### src/rtl/adc_res_pkg.sv
package adc_res_pkg;
  localparam int RES_W  = 10;
  localparam int BYTE_W = 8;
  localparam int PAD_W  = 2 * BYTE_W - RES_W;

  // High byte of the stored result for the given packing.
  function automatic logic [BYTE_W-1:0] view_hi(input logic [RES_W-1:0] r,
                                                 input logic left);
    logic [BYTE_W-1:0] v;
    if (left) v = r[RES_W-1 -: BYTE_W];
    else      v = {{PAD_W{1'b0}}, r[RES_W-1:BYTE_W]};
    return v;
  endfunction

  // Low byte of the stored result for the given packing.
  function automatic logic [BYTE_W-1:0] view_lo(input logic [RES_W-1:0] r,
                                                 input logic left);
    logic [BYTE_W-1:0] v;
    if (left) v = {r[RES_W-BYTE_W-1:0], {PAD_W{1'b0}}};
    else      v = r[BYTE_W-1:0];
    return v;
  endfunction
endpackage

### src/rtl/res_lock.sv
module res_lock (
  input  logic clk,
  input  logic rst_n,
  input  logic rd_lo,
  input  logic rd_hi,
  output logic lock_q,
  output logic wr_ok
);
  // The high-byte read ends the pair, so a result arriving with it is safe.
  assign wr_ok = !rd_lo && (!lock_q || rd_hi);

  always_ff @(posedge clk) begin
    if (!rst_n)     lock_q <= 1'b0;
    else if (rd_hi) lock_q <= 1'b0;
    else if (rd_lo) lock_q <= 1'b1;
  end
endmodule

### src/rtl/res_store.sv
module res_store
  import adc_res_pkg::*;
(
  input  logic             clk,
  input  logic             rst_n,
  input  logic             we,
  input  logic [RES_W-1:0] din,
  output logic [RES_W-1:0] q
);
  always_ff @(posedge clk) begin
    if (!rst_n)  q <= '0;
    else if (we) q <= din;
  end
endmodule

### src/rtl/res_flag.sv
module res_flag (
  input  logic clk,
  input  logic rst_n,
  input  logic set,
  input  logic clr,
  output logic flag
);
  always_ff @(posedge clk) begin
    if (!rst_n)   flag <= 1'b0;
    else if (set) flag <= 1'b1;
    else if (clr) flag <= 1'b0;
  end
endmodule

### src/rtl/byte_view.sv
module byte_view
  import adc_res_pkg::*;
(
  input  logic [RES_W-1:0]  res,
  input  logic              left,
  input  logic              hi_sel,
  output logic [BYTE_W-1:0] dout
);
  logic [BYTE_W-1:0] hi_b;
  logic [BYTE_W-1:0] lo_b;

  assign hi_b = view_hi(res, left);
  assign lo_b = view_lo(res, left);
  assign dout = hi_sel ? hi_b : lo_b;
endmodule

### src/rtl/adc_result_regs.sv
module adc_result_regs
  import adc_res_pkg::*;
(
  input  logic              clk,
  input  logic              rst_n,
  input  logic              res_valid,
  input  logic [RES_W-1:0]  res_data,
  input  logic              align_left,
  input  logic              rd_lo,
  input  logic              rd_hi,
  input  logic              flag_clr,
  output logic [BYTE_W-1:0] rd_data,
  output logic              irq_flag
);
  logic             lock_q;
  logic             wr_ok;
  logic             upd_en;
  logic             drop_evt;
  logic [RES_W-1:0] res_q;

  // Named events for the checker.
  assign upd_en   = res_valid && wr_ok;
  assign drop_evt = res_valid && !wr_ok;

  res_lock u_lock (
    .clk    (clk),
    .rst_n  (rst_n),
    .rd_lo  (rd_lo),
    .rd_hi  (rd_hi),
    .lock_q (lock_q),
    .wr_ok  (wr_ok)
  );

  res_store u_store (
    .clk   (clk),
    .rst_n (rst_n),
    .we    (upd_en),
    .din   (res_data),
    .q     (res_q)
  );

  res_flag u_flag (
    .clk   (clk),
    .rst_n (rst_n),
    .set   (res_valid),
    .clr   (flag_clr),
    .flag  (irq_flag)
  );

  byte_view u_view (
    .res    (res_q),
    .left   (align_left),
    .hi_sel (rd_hi),
    .dout   (rd_data)
  );
endmodule

### config.mk
export PLATFORM = sky130hd
export DESIGN_NAME = adc_result_regs
export DESIGN_NICKNAME = d
export VERILOG_FILES = /design/src/rtl/adc_res_pkg.sv /design/src/rtl/res_lock.sv /design/src/rtl/res_store.sv /design/src/rtl/res_flag.sv /design/src/rtl/byte_view.sv /design/src/rtl/adc_result_regs.sv
export SDC_FILE = /design/constraint.sdc
export NUM_CORES = 1
export LEC_CHECK = 0
export BUFFER_PORTS_ARGS = -buffer_cell sky130_fd_sc_hd__buf_4
export CAP_MARGIN = 20
export CORE_MARGIN = 2
export CORE_UTILIZATION = 44
export DETAILED_ROUTE_END_ITERATION = 10
export PLACE_DENSITY = 0.83
export SLEW_MARGIN = 20
export SYNTH_ARGS = -nofsm -noshare
export SYNTH_HDL_FRONTEND = slang
export SYNTH_SLANG_ARGS = --single-unit
### constraint.sdc
create_clock -name clk -period 1.2 [get_ports clk]
set_input_delay 0.24 -clock clk [delete_from_list [all_inputs] [get_ports clk]]
set_output_delay 0.24 -clock clk [all_outputs]
set_load 0.01 [all_outputs]
==> results of run 1 <==
[layout make-up]
type,count,share of cell area [%]
Clock buffer,3,2.38
Tap cell,15,1.99
Multi-Input combinational cell,52,37.6
Sequential cell,12,26.6
Timing Repair Buffer,36,31.4
[cells in the final DEF (no fill, tap or decap), drive strengths merged]
cell type  instances
mux2i             12
o21ai              2
nor2               2
and2               1
nand2             22
dfxtp             12
o21a               1
buf               36
nor3b              2
nor2b              2
clkbuf             3
a22o               6
mux2               2
[routing by layer]
metal / track usage [%] / up-vias / share of wire (%)
met5: 0 / - / 0
met4: 5.65 / 0 / 0.52
met2: 35.5 / 30 / 50
met1: 23.5 / 277 / 41
li1: - / 304 / -
met3: 10.1 / 2 / 8.9
[synthesized netlist by cell type (all sizes together)]
library cell	count
mux2i	12
a22o	6
o21a	1
nor2b	2
dfxtp	12
nor3b	2
nand2	22
mux2	2
nor2	2
buf	3
and2	1
clkbuf	2
o21ai	2
[timing repair]
action,CTS,global route
cloned,0,0
pin swaps,1,2
setup buffers,4,2
setup endpoints to repair,8,9
gates resized for setup,16,6
hold endpoints to repair,0,0
[power groups by stage]
stage	Clock (uW)	Combinational [uW]	Sequential [uW]
detailed placement	0	171	443
global placement	0	165	443
CTS	254	191	436
finish	246	197	438
global route	262	214	440
floorplan	0	85.8	440
[state kept, by name, indices dropped and copies added, names as in the netlist]
signal,count
u_store.q,10
u_lock.lock_q,1
u_flag.flag,1
[cells by family after synthesis]
family / Yosys count
compound gates: 9
mux: 14
simple gates: 29
flops: 12
buf+inv: 5
[critical path, cell delays in order, from the launching register on]
cell,delay (ns)
sky130_fd_sc_hd__dfxtp_2,0.33
sky130_fd_sc_hd__mux2_2,0.25
sky130_fd_sc_hd__a22o_1,0.20
sky130_fd_sc_hd__buf_6,0.12
[through the flow]
step	power, uW	worst slack, ns	setup TNS (ns)	util, %	hold WS [ns]
floorplan	526	0.0370	0	-	0.316
global placement	608	-0.0481	-0.161	64.2	0.457
detailed placement	614	-0.0570	-0.199	64.2	0.464
CTS	882	-0.233	-0.712	71.0	0.176
global route	917	-0.274	-1.08	72.6	0.185
finish	881	-0.219	-0.700	72.6	0.188
[how the worst min path moves through the flow]
| stage | start | endpoint | slack (ns) |
|---|---|---|---|
| after CTS | res_valid | u_flag.flag | 0.18 |
| final | res_valid | u_flag.flag | 0.19 |
| after global routing | res_valid | u_flag.flag | 0.18 |
| after floorplan | rd_hi | u_lock.lock_q | 0.32 |
| after global placement | res_valid | u_flag.flag | 0.46 |
| after detailed placement | res_valid | u_flag.flag | 0.46 |
==> impl_metrics.toml, run 1 <==
[cts]
worst_setup_hold_path_clk_slew_ns = 0.07
cts_hold_buffers = 0
worst_case_clock_buffer_depth = 2
number_of_sinks_handled_by_clock_tree_synthesis = 12
cts-buffers-inserted = 3
cts_root_buf = "sky130_fd_sc_hd__clkbuf_4"
cts_tree = "built"
clk_latency_ns = 0.27
clock_tree.htree_level_count = 1

[placed_design]
post-place-cells = 110
hpwlAfterDp_um = 1070
globalplace.congestion = 0.721
postPlaceCellArea_um2 = 836
port-buffer-count = 25

[power_and_ir_drop]
power_frac_clock_pct = 27.9
p_leak_uw = 0.000441
vdd_ir_drop_max_v = 0.000656
switching_power_uw = 224
pwr-share-comb_pct = 22.4
sw_frac_of_total_pct = 25.5
internal_power_uw = 657
share_seq_of_total_power_pct = 49.7
power_per_cell_area_mw_per_mm2 = 933

[min_path]
min_path_cells = 2
worstHoldPathType = "in2reg"

[worst_setup_path]
crit_path_end_kind = "primary output"
critPathMaxFanout = 3
critical_path_required_ns = 0.96
crit-reg2reg-capture = "u_store.q[9]"
worstSetupStartpointType = "flop"
cp-endpoint = "rd_data[1]"
worst_r2r_startpoint = "u_lock.lock_q"
crit_arrival_ns = 1.18
timing.critical_path.from = "u_store.q[9]"
critPathKind = "reg2out"
worst-r2r-setup-slack_ns = 0.12
worst-r2r-cell-count = 4

[yosys]
netlist.top_cell.by_area = "sky130_fd_sc_hd__dfxtp_1"
yosysSeqAreaShare_pct = 39.2
synth-compound-area-share_pct = 11.4
post_synth_xor_xnor_area_pct = 0
postSynthAreaPerCell_um2 = 8.89
yosysUniqueCellTypes = 17
post_synth_mux_area_share_pct = 23.3
synth_simple_gate_area_share_pct = 21.4
largest_family_of_logic_cells_by_synthesized_area = "multiplexers"
synthesis.area_um2 = 613
synth_warnings = 0
synth.top_cells.by_area = "sky130_fd_sc_hd__dfxtp_1 (39%), sky130_fd_sc_hd__mux2i_1 (20%), sky130_fd_sc_hd__nand2_1 (13%)"
synthCells = 69
yosysTopAreaCellShare_pct = 39.2
synth_seq_cells = 12
synth-adder-area-share_pct = 0
syn-num-nets = 86

[timing]
fmax_mhz = 705
rsz0062_at_grt = "true"
hold_violations = 0
timing.slew.headroom_pct = 74.8
post_route_worst_setup_slack_ns = -0.219
report.final.setup_viol = 8
fin_crit_ns = 1.42
timing_max_transition_violations_final = 0
final.setup_skew_ns = 0.000547
period_utilisation_layout_pct = 118
worst-slew-pin-transition_ns = 0.376

[die]
core_region_area_mm2 = 0.00130
dieArea_mm2 = 0.00171
start_util_pct = 47.1
die_x_um = 41.3
rows = 13
die_height_um = 41.3
num_io_pins = 26

[global_routing]
first_global_vias = 574
pin_count_of_the_biggest_net_entering_global_routing = 23
first_pass_grt_wire_length_um = 2320
globalRouteTotalUtil_pct = 21.1
globalRouteOverflowTotal = 0
antenna_found_initial = 0

[layout]
diodes = 0
areaGrowthSynthToFinish_pct = 54.1
multiInputGateArea_um2 = 355
layout.nets = 122
num-fill-cells = 106
final_area_um2 = 945
final_layout_size_suffix_gt1_share_pct = 51.5
seq_area_um2 = 251
finish.cell_count_without_fillers = 118

[routing]
post_drt_via_cell_ratio = 5.19
route.detailed.wl_per_inst_um = 13.1
detail_route.iter0.violations = 5
drt-total-wl_um = 1540
drt_pre_antenna_iters = 4
antenna_left = 0
route.detailed.drc = 0
routed-via-count = 613

[job]
max_cap_viol_count = 0

[status]
violated_checks = "setup timing"
outcome = "complete, but fails checks"
Power figures use the tool's default switching activity.
==> run 2: changes to the inputs <==
--- a/config.mk
+++ b/config.mk
@@ -8,9 +8,9 @@
 export BUFFER_PORTS_ARGS = -buffer_cell sky130_fd_sc_hd__buf_4
 export CAP_MARGIN = 20
 export CORE_MARGIN = 2
-export CORE_UTILIZATION = 44
+export CORE_UTILIZATION = 43
 export DETAILED_ROUTE_END_ITERATION = 10
-export PLACE_DENSITY = 0.83
+export PLACE_DENSITY = 0.81
 export SLEW_MARGIN = 20
 export SYNTH_ARGS = -nofsm -noshare
 export SYNTH_HDL_FRONTEND = slang
==> run 2 against run 1 <==
  * The flow still finishes with violations (setup timing)
  * Hold slack worse by 0.0047 ns
  * Via count down 1.5%
  * Maximum frequency down 1.3%
  * Die area up 2.1%
  * Final area up 1.6%
  * Total power up 8.2%
  * Critical path type unchanged
  * Largest power group unchanged
==> impl_metrics.toml, run 2 (same netlist as run 1, synthesis figures left out) <==
[global_routing]
globalRouteOverflowTotal = 0
first_global_vias = 594
first_pass_grt_wire_length_um = 2510
antenna_found_initial = 0
pin_count_of_the_biggest_net_entering_global_routing = 23
globalRouteTotalUtil_pct = 19.0

[routing]
routed-via-count = 604
detail_route.iter0.violations = 6
drt_pre_antenna_iters = 4
antenna_left = 0
post_drt_via_cell_ratio = 5.16
route.detailed.wl_per_inst_um = 13.2
drt-total-wl_um = 1540
route.detailed.drc = 0

[timing]
fin_crit_ns = 1.44
worst-slew-pin-transition_ns = 0.252
timing_max_transition_violations_final = 0
post_route_worst_setup_slack_ns = -0.238
period_utilisation_layout_pct = 120
fmax_mhz = 695
hold_violations = 0
report.final.setup_viol = 4
timing.slew.headroom_pct = 83.2
final.setup_skew_ns = 0.00348
rsz0062_at_grt = "true"

[worst_setup_path]
critPathMaxFanout = 3
crit-reg2reg-capture = "u_store.q[8]"
worstSetupStartpointType = "flop"
crit_arrival_ns = 1.20
critPathKind = "reg2out"
timing.critical_path.from = "u_store.q[8]"
worst-r2r-setup-slack_ns = 0.10
cpMaxStageDelayCell = "sky130_fd_sc_hd__dfxtp_2"
cp_num_cells = 3
critical_path_buf_inv_count = 1
worst_path_largest_cell_delay_ns = 0.34
worst_r2r_startpoint = "u_lock.lock_q"
crit_path_end_kind = "primary output"
worst-r2r-cell-count = 4
cp-endpoint = "rd_data[0]"
family_with_the_most_delay_on_the_worst_path = "flip-flops"
critical_path_required_ns = 0.96
path_cells = "mux2_4 > a22o_1 > buf_6"

[placed_design]
post-place-cells = 111
port-buffer-count = 25
preCtsSetupSlack_ns = -0.0387
globalplace.congestion = 0.830
hpwlAfterDp_um = 1100

[power_and_ir_drop]
switching_power_uw = 229
sw_frac_of_total_pct = 24.0
internal_power_uw = 724
power_frac_clock_pct = 33.2
total_power_uw = 953
share_seq_of_total_power_pct = 46.0
pwr-share-comb_pct = 20.8
p_leak_uw = 0.000452
power_per_cell_area_mw_per_mm2 = 993
vdd_ir_drop_max_v = 0.000594

[min_path]
worstHoldPathType = "in2reg"

[layout]
diodes = 0
num-fill-cells = 110
multiInputGateArea_um2 = 364
largest_reg_flops = 10
layout_common_cells = "sky130_fd_sc_hd__buf_4 (25), sky130_fd_sc_hd__nand2_1 (21), sky130_fd_sc_hd__mux2i_1 (12), sky130_fd_sc_hd__buf_6 (9), sky130_fd_sc_hd__dfxtp_2 (9)"
final_layout_size_suffix_gt1_share_pct = 53.9
layout.nets = 120
areaGrowthSynthToFinish_pct = 56.5
layout.cells.most_common = "sky130_fd_sc_hd__buf_4"
biggest_regs = "u_store.q (10), u_flag.flag (1), u_lock.lock_q (1)"
registers.top_by_ff_count = "u_store.q"
finish.cell_count_without_fillers = 117
seq_area_um2 = 251

[cts]
worst_case_clock_buffer_depth = 2
worst_setup_hold_path_clk_slew_ns = 0.07
cts_tree = "built"
clock_tree.htree_level_count = 1
cts-buffers-inserted = 3
number_of_sinks_handled_by_clock_tree_synthesis = 12
cts_root_buf = "sky130_fd_sc_hd__clkbuf_4"
cts_hold_buffers = 0
clk_latency_ns = 0.27

[die]
dieArea_mm2 = 0.00174
rows = 13
die_x_um = 41.8
num_io_pins = 26
core_region_area_mm2 = 0.00132
start_util_pct = 46.5
die_height_um = 41.8

[status]
outcome = "complete, but fails checks"
violated_checks = "setup timing"

[job]
max_cap_viol_count = 0
run 2: changes by cell type in the layout (fill, tap and decap cells not counted), sizes merged:
cell / change
buf: -2
clkbuf: +1
run 2: how the worst min path moves through the flow:
stage                     startpoint  depth (start not counted)            end
after floorplan                rd_hi                          1  u_lock.lock_q
after global placement     res_valid                          2    u_flag.flag
after global routing       res_valid                          2    u_flag.flag
final                      res_valid                          2    u_flag.flag
after detailed placement   res_valid                          2    u_flag.flag
after CTS                  res_valid                          2    u_flag.flag
run 2: layer usage:
metal	track usage (%)	vias to the layer above	wire, um
met5	0	-	0
met4	3.87	0	14
met3	8.26	2	102
met2	33.1	23	761
met1	21.2	279	663
li1	-	300	-
run 2: timing repair:
item                       in CTS  in global routing
setup endpoints to repair       8                  9
cloned                          0                  0
setup buffers                   1                  2
hold endpoints to repair        0                  0
resized for setup              22                  6
pin swaps                       2                  1
run 2: worst register-to-register path: cells and delay by family (launching register included):
family | cells | cell delay (ns)
buffers and inverters | 1 | 0.18
DFF | 1 | 0.31
and+or+nand+nor | 2 | 0.36
muxes | 1 | 0.18
run 2: cell type report:
cell class                 count  share of cell area (%)
clock buffer                   4                    3.78
multi-input combinational     52                    37.9
sequential                    12                    26.2
tap                           15                    1.96
timing repair buffer          34                    30.1
run 2: power by group through the flow:
stage	clock, uW	sequential [uW]	combinational, uW
global route	349	441	213
finish	317	438	198
detailed placement	0	443	172
CTS	331	437	189
global placement	0	443	168
floorplan	0	440	85.8
run 2: stage by stage:
| stage | setup TNS [ns] | hold WS [ns] | instance area (um2) | util [%] |
|---|---|---|---|---|
| 6_report | -0.511 | 0.184 | 960 | 72.8 |
| 5_1_grt | -0.764 | 0.179 | 960 | 72.8 |
| 4_1_cts | -0.534 | 0.175 | 933 | 70.8 |
| 3_5_place_dp | -0.162 | 0.463 | 843 | 64.0 |
| 3_3_place_gp | -0.118 | 0.457 | 843 | 64.0 |
| 2_1_floorplan | 0 | 0.316 | 613 | - |
==> run 3: changes to the inputs <==
--- a/config.mk
+++ b/config.mk
@@ -5,13 +5,15 @@
 export SDC_FILE = /design/constraint.sdc
 export NUM_CORES = 1
 export LEC_CHECK = 0
-export BUFFER_PORTS_ARGS = -buffer_cell sky130_fd_sc_hd__buf_4
 export CAP_MARGIN = 20
 export CORE_MARGIN = 2
 export CORE_UTILIZATION = 43
 export DETAILED_ROUTE_END_ITERATION = 10
-export PLACE_DENSITY = 0.81
+export DONT_BUFFER_PORTS = 1
+export GPL_ROUTABILITY_DRIVEN = 0
+export PLACE_DENSITY = 0.66
 export SLEW_MARGIN = 20
 export SYNTH_ARGS = -nofsm -noshare
 export SYNTH_HDL_FRONTEND = slang
+export SYNTH_HIERARCHICAL = 1
 export SYNTH_SLANG_ARGS = --single-unit
==> run 3 against run 2 <==
  * Register-to-register slack lost 0.02 ns
  * Clock power shrank 27%
  * Global-route usage shrank 3.4 points
  * Highest routed layer unchanged
  * Non-clock buffer count shrank 32
  * Clock skew shrank 0.0025 ns
  * Routed wire length shrank 28%
  * Maximum frequency grew 7.4%
  * Worst setup slack gained 0.10 ns
  * The flow still finishes with violations (setup timing)
  * Via count shrank 35%
==> impl_metrics.toml, run 3 <==
[die]
dieArea_mm2 = 0.00165
die_x_um = 40.6
start_util_pct = 45.5
die_height_um = 40.6
rows = 13
core_region_area_mm2 = 0.00127
num_io_pins = 26

[worst_setup_path]
worst-r2r-setup-slack_ns = 0.08
critPathKind = "reg2out"
worstSetupStartpointType = "flop"
worst-r2r-cell-count = 5
crit-reg2reg-capture = "u_store/q[6]"
worst_r2r_startpoint = "u_lock/lock_q"
critical_path_required_ns = 0.96
crit_path_end_kind = "primary output"
critPathMaxFanout = 2
crit_arrival_ns = 1.10

[power_and_ir_drop]
vdd_ir_drop_max_v = 0.000553
p_leak_uw = 0.000257
power_per_cell_area_mw_per_mm2 = 1130

[cts]
clk_latency_ns = 0.26
cts-buffers-inserted = 3
cts_hold_buffers = 0
post_cts.repair.setup_buffers = 0
worst_case_clock_buffer_depth = 2
worst_setup_hold_path_clk_slew_ns = 0.06
cts_root_buf = "sky130_fd_sc_hd__clkbuf_4"
number_of_sinks_handled_by_clock_tree_synthesis = 12
clock_tree.htree_level_count = 1
cts_tree = "built"

[global_routing]
first_pass_grt_wire_length_um = 1630
first_global_vias = 390
antenna_found_initial = 0
globalRouteTotalUtil_pct = 15.6
pin_count_of_the_biggest_net_entering_global_routing = 13
globalRouteOverflowTotal = 0

[placed_design]
hpwlAfterDp_um = 825
port-buffer-count = 0
preCtsSetupSlack_ns = 0.0931

[yosys]
yosysTopAreaCellShare_pct = 41.6
synth_seq_cells = 12
syn-num-nets = 70
netlist.top_cell.by_area = "sky130_fd_sc_hd__dfxtp_1"
synth_async_sr_flop_share_pct = 0
synth_edf_count = 0
post-synth-top-count-cell = "sky130_fd_sc_hd__dfxtp_1"
postSynthAreaPerCell_um2 = 10.9
synth.top_cells.by_area = "sky130_fd_sc_hd__dfxtp_1 (42%), sky130_fd_sc_hd__mux2i_1 (19%), sky130_fd_sc_hd__nor2b_1 (11%)"
yosysSeqAreaShare_pct = 41.6
synth_warnings = 6
predominant_post_synthesis_flop_cell = "sky130_fd_sc_hd__dfxtp_1"
synthesis.area_um2 = 577
yosysUniqueCellTypes = 17
synthCells = 53
post_synth_most_frequent_cells = "sky130_fd_sc_hd__dfxtp_1 (12), sky130_fd_sc_hd__mux2i_1 (11), sky130_fd_sc_hd__nor2b_1 (10)"

[timing]
fin_crit_ns = 1.34
fmax_mhz = 747
hold_violations = 0
post_route_worst_setup_slack_ns = -0.138
timing.slew.headroom_pct = 79.5
rsz0062_at_grt = "true"
report.final.setup_viol = 2
period_utilisation_layout_pct = 112
final.setup_skew_ns = 0.000934
timing_max_transition_violations_final = 0
worst_hold_slack_ns = 0.0937
worst-slew-pin-transition_ns = 0.307

[layout]
largest_reg_flops = 10
diodes = 0
biggest_regs = "u_store/q (10), u_flag/flag (1), u_lock/lock_q (1)"
registers.top_by_ff_count = "u_store/q"
layout.nets = 75
final_layout_size_suffix_gt1_share_pct = 30.4
num-fill-cells = 116
layout.cells.most_common = "sky130_fd_sc_hd__nor2b_1"
areaGrowthSynthToFinish_pct = 18.0
layout_common_cells = "sky130_fd_sc_hd__nor2b_1 (10), sky130_fd_sc_hd__dfxtp_1 (9), sky130_fd_sc_hd__mux2i_1 (9), sky130_fd_sc_hd__a22o_1 (5)"

[routing]
route.detailed.drc = 0
wl_met3_um = 101
drt_pre_antenna_iters = 2
route.detailed.wl_per_inst_um = 15.6
antenna_left = 0
routed-via-count = 394
met1_length_um = 490
top_layer_used = "met4"
post_drt_via_cell_ratio = 5.55
met2_wirelength_um = 511
drt-total-wl_um = 1110
detail_route.iter0.violations = 1

[status]
violated_checks = "setup timing"
outcome = "complete, but fails checks"

[min_path]
worstHoldPathType = "in2reg"
min-delay-start = "rst_n"
hold_end = "u_flag/flag"
min_path_cells = 1

[job]
max_cap_viol_count = 0
==> run 3: how the worst max path moves through the flow <==
stage,slack [ns],cells past startpoint,to,startpoint
floorplan,0.15,2,rd_data[0],u_store/q[0]
global placement,0.13,2,rd_data[0],u_store/q[0]
detailed placement,0.09,5,u_store/q[6],u_lock/lock_q
CTS,-0.15,2,rd_data[0],u_store/q[0]
global route,-0.17,2,rd_data[0],u_store/q[0]
finish,-0.14,2,rd_data[0],u_store/q[0]
==> run 3: per-layer routing <==
metal | vias up | global-route usage [%]
met3 | 2 | 4.89
met4 | 0 | 12.5
met2 | 18 | 25.0
li1 | 196 | -
met1 | 178 | 16.8
met5 | - | 0
==> run 3: critical path, stage by stage, from the launching register on <==
cell,delay [ns]
sky130_fd_sc_hd__dfxtp_2,0.32
sky130_fd_sc_hd__mux2_4,0.27
sky130_fd_sc_hd__a22o_1,0.25
==> run 3: kinds of logic (layout without fill, tap and decap cells) <==
group | after synthesis | in the layout | share of synthesized area (%)
AND/OR/NAND/NOR | 14 | 14 | 16.3
multiplexers | 12 | 12 | 21.7
flip-flops | 12 | 12 | 41.6
AO/OA/AOI/OAI | 11 | 11 | 16.3
buffers and inverters | 4 | 7 | 4.12
==> run 3: timing repair <==
item / 4_1_cts / 5_1_grt
gates resized for setup: 4 / 8
endpoints found under the setup margin: 4 / 5
pin swaps: 1 / 2
==> run 3: area by class of cell <==
cell class	count	area, um2	share of cell area [%]
sequential	12	244	35.8
timing repair buffer	2	18.8	2.76
multi-input combinational	37	369	54.2
tap	15	18.8	2.76
inverter	2	7.51	1.10
clock buffer	3	22.5	3.31
==> run 3: where the power goes <==
part | leakage [uW] | switching (uW) | internal [uW] | total (uW)
combinational | 0.000144 | 45.5 | 59.5 | 105
sequential | 0.0000996 | 18.1 | 420 | 438
clock | 0.0000138 | 114 | 116 | 230
total | 0.000257 | 177 | 595 | 773
==> run 3: metrics by stage <==
step / area, um2 / instances / setup TNS, ns / power, uW / utilization (%)
after floorplan: 577 / 53 / 0 / 519 / -
after global placement: 594 / 68 / 0 / 529 / 46.8
after detailed placement: 594 / 68 / 0 / 533 / 46.8
after CTS: 634 / 71 / -0.292 / 774 / 50.0
after global routing: 681 / 71 / -0.343 / 820 / 53.6
final: 681 / 71 / -0.263 / 773 / 53.6
